[src/rtl/vchk_pkg.sv]
package vchk_pkg;
  localparam int VIOL_W      = 7;
  localparam int V_XPATH     = 0;
  localparam int V_PAIR_ODD  = 1;
  localparam int V_PAIR_WR2  = 2;
  localparam int V_PAIR_RW   = 3;
  localparam int V_PTR_FILE  = 4;
  localparam int V_FANOUT    = 5;
  localparam int V_DUP_DST   = 6;

  typedef struct packed {
    logic xrd;    // cross-path read issued
    logic prd;    // 40-bit read issued
    logic pwr;    // 40-bit write issued
    logic odd;    // pair reference with odd base
    logic mem;    // memory access issued
    logic pfile;  // pointer file
  } slot_flags_t;
endpackage

[src/rtl/vchk_slot_decode.sv]
module vchk_slot_decode
  import vchk_pkg::*;
#(
  parameter int IDX_W = 4,
  parameter bit SIDE  = 1'b0,
  localparam int NBIT = 2 * (1 << IDX_W)
) (
  input  logic             vld,
  input  logic [IDX_W-1:0] s0,
  input  logic             s0_en,
  input  logic [IDX_W-1:0] s1,
  input  logic             s1_en,
  input  logic [IDX_W-1:0] d,
  input  logic             d_en,
  input  logic             prd,
  input  logic             pwr,
  input  logic             xp,
  input  logic             mem,
  input  logic [IDX_W-1:0] p,
  input  logic             pf,
  output logic [NBIT-1:0]  rd0_m,
  output logic [NBIT-1:0]  rd1_m,
  output logic [NBIT-1:0]  rdp_m,
  output logic [NBIT-1:0]  wr_m,
  output slot_flags_t      flg
);
  always_comb begin
    rd0_m = '0;
    rd1_m = '0;
    rdp_m = '0;
    wr_m  = '0;
    if (vld && s0_en) begin
      rd0_m[{SIDE, s0}] = 1'b1;
      if (prd) rd0_m[{SIDE, s0[IDX_W-1:1], 1'b1}] = 1'b1;
    end
    if (vld && s1_en) rd1_m[{SIDE ^ xp, s1}] = 1'b1;
    if (vld && mem)   rdp_m[{pf, p}] = 1'b1;
    if (vld && d_en) begin
      wr_m[{SIDE, d}] = 1'b1;
      if (pwr) wr_m[{SIDE, d[IDX_W-1:1], 1'b1}] = 1'b1;
    end
  end

  always_comb begin
    flg.xrd   = vld & s1_en & xp;
    flg.prd   = vld & s0_en & prd;
    flg.pwr   = vld & d_en & pwr;
    flg.odd   = (flg.prd & s0[0]) | (flg.pwr & d[0]);
    flg.mem   = vld & mem;
    flg.pfile = pf;
  end
endmodule

[config.mk]
export PLATFORM = sky130hd
export DESIGN_NAME = vchk_slot_decode
export DESIGN_NICKNAME = d
export VERILOG_FILES = /design/src/rtl/vchk_pkg.sv /design/src/rtl/vchk_slot_decode.sv
export SDC_FILE = /design/constraint.sdc
export NUM_CORES = 1
export LEC_CHECK = 0
export BUFFER_PORTS_ARGS = -buffer_cell sky130_fd_sc_hd__buf_2
export CAP_MARGIN = 20
export CORE_MARGIN = 10
export CORE_UTILIZATION = 28
export DETAILED_ROUTE_END_ITERATION = 12
export GPL_TIMING_DRIVEN = 0
export PLACE_DENSITY = 0.89
export SYNTH_ARGS = -nofsm -noshare
export SYNTH_HDL_FRONTEND = slang
export SYNTH_SLANG_ARGS = --single-unit
[constraint.sdc]
create_clock -name vclk -period 1.1
set_clock_uncertainty 0.1 [all_clocks]
set_input_delay 0.055 -clock vclk [all_inputs]
set_output_delay 0.055 -clock vclk [all_outputs]
set_load 0.005 [all_outputs]
==> impl_metrics.csv, run 1 <==
group,metric,value,unit
critical_path,critPathCapture,"rd1_m[30]",
timing,timing.fmax,917,MHz
layout,design.seq.count,0,
critical_path,path_class,"in -> out",
place,port_buffers,126,
die,row_count,21,
place,pre_cts_slack,-21.6,ps
timing,postLayoutSetupSlackWorst,8.91,ps
run_status,status,"finished clean",
power,p_leak,1.17,nW
min_path,holdCritPathClass,"in -> out",
die,pin_count,159,
place,dp_hpwl,4.66,mm
routing,final_antenna_net_count,0,
global_route,antenna_found_initial,0,
timing,setup_tns,0,ps
global_route,grt_pass1_vias,1613,
timing,rsz0062_at_grt,"true",
routing,vias,1714,
critical_path,crit_path_max_fanout,10,
routing,dr.pass1.iters,4,
layout,clkbuf_count,0,
power,power_density,225,nW/um^2
synth,yosysWarnings,0,
synth,ys_types,25,
global_route,grt_pass1_wl,7.73,mm
synth,syn_inst,178,
layout,nets,364,
layout,drive_above_1_share,51.6,%
timing,setup_viol,0,
place,place_congestion,0.889,
routing,wl_per_cell,14.0,um
critical_path,cp-start-kind,"input port",
power,vdd_ir_drop_max,0.118,mV
timing,period_share,99.2,%
layout,fin_util,54.3,%
routing,first_iter_violations,21,
routing,drcViolationCount,0,
global_route,grt_usage,13.8,%
global_route,overflow,0,
critical_path,setup.worst_path.start,"vld",
layout,nFillCells,344,
timing,finalHoldViolCount,0,
clocking,cts_hold_buffers,0,
layout,stdcell_area,1870,sq um
timing,maxSlewViolCount,0,
die,die_area,6470,sq um
die,chipHeight,80.4,um
synth,seq_area_frac_synth,0,%
die,initial_core_util,29.7,%
routing,drt-total-wl,5.35,mm
global_route,grt_max_degree,11,
place,postPlaceCellArea,1830,sq um
synth,synth_area,1020,sq um
layout,antennaDiodeCount,0,
timing,fin_crit,1090,ps
layout,seq_area,0,sq um
die,core_area,3440,sq um
routing,vias_per_cell,4.48,
critical_path,critPathArrivalTime,940,ps
job,maxCapViolCount,0,
critical_path,crit_required,940,ps
critical_path,end_kind,"output port",
power,total_power,420,uW
min_path,holdPathStages,3,
layout,areaGrowthSynthToFinish,83.0,%
die,chipWidth,80.4,um
synth,avgSynthCellArea,5.74,sq um
==> cell usage in the layout, fill, tap and decap left out, drive strengths merged <==
cell,count
o211ai,1
nand4bb,3
nand4,2
or3b,6
buf,164
nand2b,4
nand3b,7
and3,3
nor3,16
nand3,3
nor4,4
nor2,77
o2111ai,2
a22o,1
nand2,2
conb,32
and2,1
or3,2
nand4b,5
clkbuf,2
==> cells in the mapped netlist, drive strengths merged <==
master,number,area share (%)
nor2,77,28
buf,36,27
nor3,16,7.8
nand3b,7,5.5
or3b,6,5.4
nand4b,5,6.7
nand2b,4,2.4
nor4,4,2.4
and3,3,1.8
nand3,3,1.5
nand4bb,3,3.3
clkbuf,2,0.73
nand2,2,0.73
nand4,2,1.2
o2111ai,2,1.7
or3,2,1.2
a22o,1,0.86
and2,1,0.61
conb,1,0.37
o211ai,1,0.73
==> worst max-delay path, stage by stage <==
cell and delay (ps):
buf_4 150, buf_6 170, nand4b_2 260, nor2_1 180
buf_2 130
==> logic make-up after synthesis <==
group / after synthesis / synth area share [%]
other: 1 / 0.367
AOI/OAI and AO/OA: 4 / 3.31
and+or+nand+nor: 135 / 69.0
buffers and inverters: 38 / 27.3
==> report_power, final <==
group / switching [mW] / internal (mW)
clock: 0 / 0
sequential: 0 / 0
combinational: 0.227 / 0.193
total: 0.227 / 0.193
==> stage by stage <==
stage	hold slack (ps)	instances
after floorplan	44.1	209
after global placement	323	381
after detailed placement	330	381
after CTS	331	381
after global routing	354	383
final	327	383
==> layout make-up <==
class / instances / area [sq um] / area share [%]
Timing Repair Buffer: 128 / 646 / 34.5
Buffer: 38 / 279 / 14.9
Tap cell: 46 / 57.6 / 3.08
Multi-Input combinational cell: 171 / 888 / 47.5
==> repair_timing <==
action | in CTS | in global routing
setup endpoints to repair | 3 | 37
resized for setup | 1 | 4
setup buffers | 0 | 2
pin swaps | 0 | 1
==> how the worst min path moves through the flow <==
stage                from  endpoint
floorplan           s0[3]  rd0_m[1]
global placement    s0[3]  rd0_m[2]
detailed placement  s0[3]  rd0_m[2]
CTS                 s0[3]  rd0_m[2]
global route        s0[3]  rd0_m[2]
finish              s0[2]  rd0_m[2]
==> layer usage <==
metal / global-route usage [%] / vias up / wire length [um]
met5: 0 / - / 0
met4: 0 / 0 / 0
met3: 6.35 / 0 / 718
met2: 27.5 / 86 / 2800
met1: 13.3 / 760 / 1830
li1: - / 868 / -
(Power assumes the default switching activity.)
==> inputs of run 2 (changes only) <==
==> constraint.sdc (replaced) <==
create_clock -name vclk -period 1.4
set_clock_uncertainty 0.1 [all_clocks]
set_input_delay 0.07 -clock vclk [all_inputs]
set_output_delay 0.07 -clock vclk [all_outputs]
set_load 0.005 [all_outputs]
==> run 2 against run 1 <==
Critical path depth stayed put. Combinational power down 24%. Global-route usage stayed put. Core utilization down 1.3 points. Sequential share of layout area unchanged. Design area down 2.3%. Critical path type unchanged.
==> impl_metrics.csv, run 2 (synthesis results as in run 1) <==
group,metric,value,unit
place,postPlaceCellArea,1830,sq um
global_route,grt_usage,13.8,%
die,chipHeight,80.4,um
power,clkPwrFrac,0,%
die,row_count,21,
layout,mostFrequentLayoutCell,"buf_2",
critical_path,cp_slowest_cell,"nand4b_2",
place,dp_cells,381,
job,maxCapViolCount,0,
critical_path,crit_path_max_fanout,10,
layout,areaGrowthSynthToFinish,78.7,%
routing,vias_per_cell,4.45,
critical_path,crit_required,1230,ps
routing,first_iter_violations,34,
place,pre_cts_slack,248,ps
clocking,cts_setup_buffers,0,
timing,postLayoutSetupSlackWorst,285,ps
global_route,met3_usage,6.35,%
critical_path,cp_cell_sequence,"buf_4 -> buf_6 -> nand4b_2 -> nor2_1 -> buf_2",
routing,final_antenna_net_count,0,
die,pin_count,159,
layout,finalNonFillerCells,381,
clocking,cts_resized,0,
die,initial_core_util,29.7,%
power,p_int,147,uW
layout,final_cell_mix,"buf_2, nor2_1, buf_4",
global_route,grt_max_degree,11,
run_status,status,"finished clean",
timing,timing.fmax,897,MHz
global_route,grt.busiest_layer,"met2",
place,port_buffers,126,
timing,setup_viol,0,
routing,drt-total-wl,5.25,mm
critical_path,max_stage_delay,250,ps
layout,stdcell_area,1830,sq um
power,p_switching,173,uW
layout,drive_above_1_share,50.1,%
place,place_congestion,0.889,
power,p_comb_share,100.0,%
power,total_power,320,uW
routing,dr.pass1.iters,4,
power,power_density,175,nW/um^2
layout,seq_area,0,sq um
global_route,grt_pass1_wl,7.72,mm
critical_path,critPathArrivalTime,940,ps
min_path,holdCritPathClass,"in -> out",
power,p_leak,1.15,nW
power,seqPwrFrac,0,%
clocking,cts_hold_buffers,0,
power,swShare,54.1,%
global_route,grt_pass1_vias,1612,
die,die_area,6470,sq um
place,dp_hpwl,4.66,mm
layout,antennaDiodeCount,0,
critical_path,path_class,"in -> out",
routing,vias,1695,
die,chipWidth,80.4,um
timing,finalHoldViolCount,0,
critical_path,cp-start-kind,"input port",
timing,rsz0062_at_grt,"false",
global_route,overflow,0,
global_route,gr-usage-met1,13.3,%
layout,nets,362,
timing,fin_crit,1110,ps
timing,period_share,79.6,%
layout,clkbuf_count,0,
power,vdd_ir_drop_max,0.0916,mV
timing,maxSlewViolCount,0,
routing,drcViolationCount,0,
global_route,use_met2,27.5,%
routing,wl_per_cell,13.8,um
global_route,antenna_found_initial,0,
timing,setup_tns,0,ps
layout,design.seq.count,0,
critical_path,end_kind,"output port",
die,core_area,3440,sq um
==> run 2: path summary, 6_finish.rpt <==
check,startpoint,to,slack (ps),cells after the start
setup / recovery,vld,rdp_m[5],290,5
hold / removal,s0[3],rd0_m[2],360,3
==> run 2: layout make-up <==
cell class	count	area, sq um
plain buffers	38	279
fillers	341	1620
multi-input cells	171	860
well taps	46	57.6
repair buffers	126	631
==> run 2: critical path, delay by kind of cell <==
| kind | cells | cell delay [ps] |
|---|---|---|
| buffers and inverters | 3 | 440 |
| AND/OR/NAND/NOR | 2 | 430 |
==> run 2: routing by layer <==
metal / wire (um) / part of all wire (%)
met5: 0 / 0
met4: 0 / 0
met3: 702 / 13
met2: 2700 / 51
met1: 1850 / 35
==> run 2: power groups by stage <==
stage               clock network (mW)  logic, mW  registers [mW]
finish                               0      0.320               0
detailed placement                   0      0.312               0
global route                         0      0.358               0
CTS                                  0      0.313               0
floorplan                            0      0.192               0
global placement                     0      0.307               0
==> run 2: per-stage QoR <==
step / util (%) / hold slack (ps)
6_report: 53.1 / 363
5_1_grt: 53.1 / 384
4_1_cts: 53.1 / 361
3_5_place_dp: 53.1 / 360
3_3_place_gp: 53.1 / 353
2_1_floorplan: - / 74.1
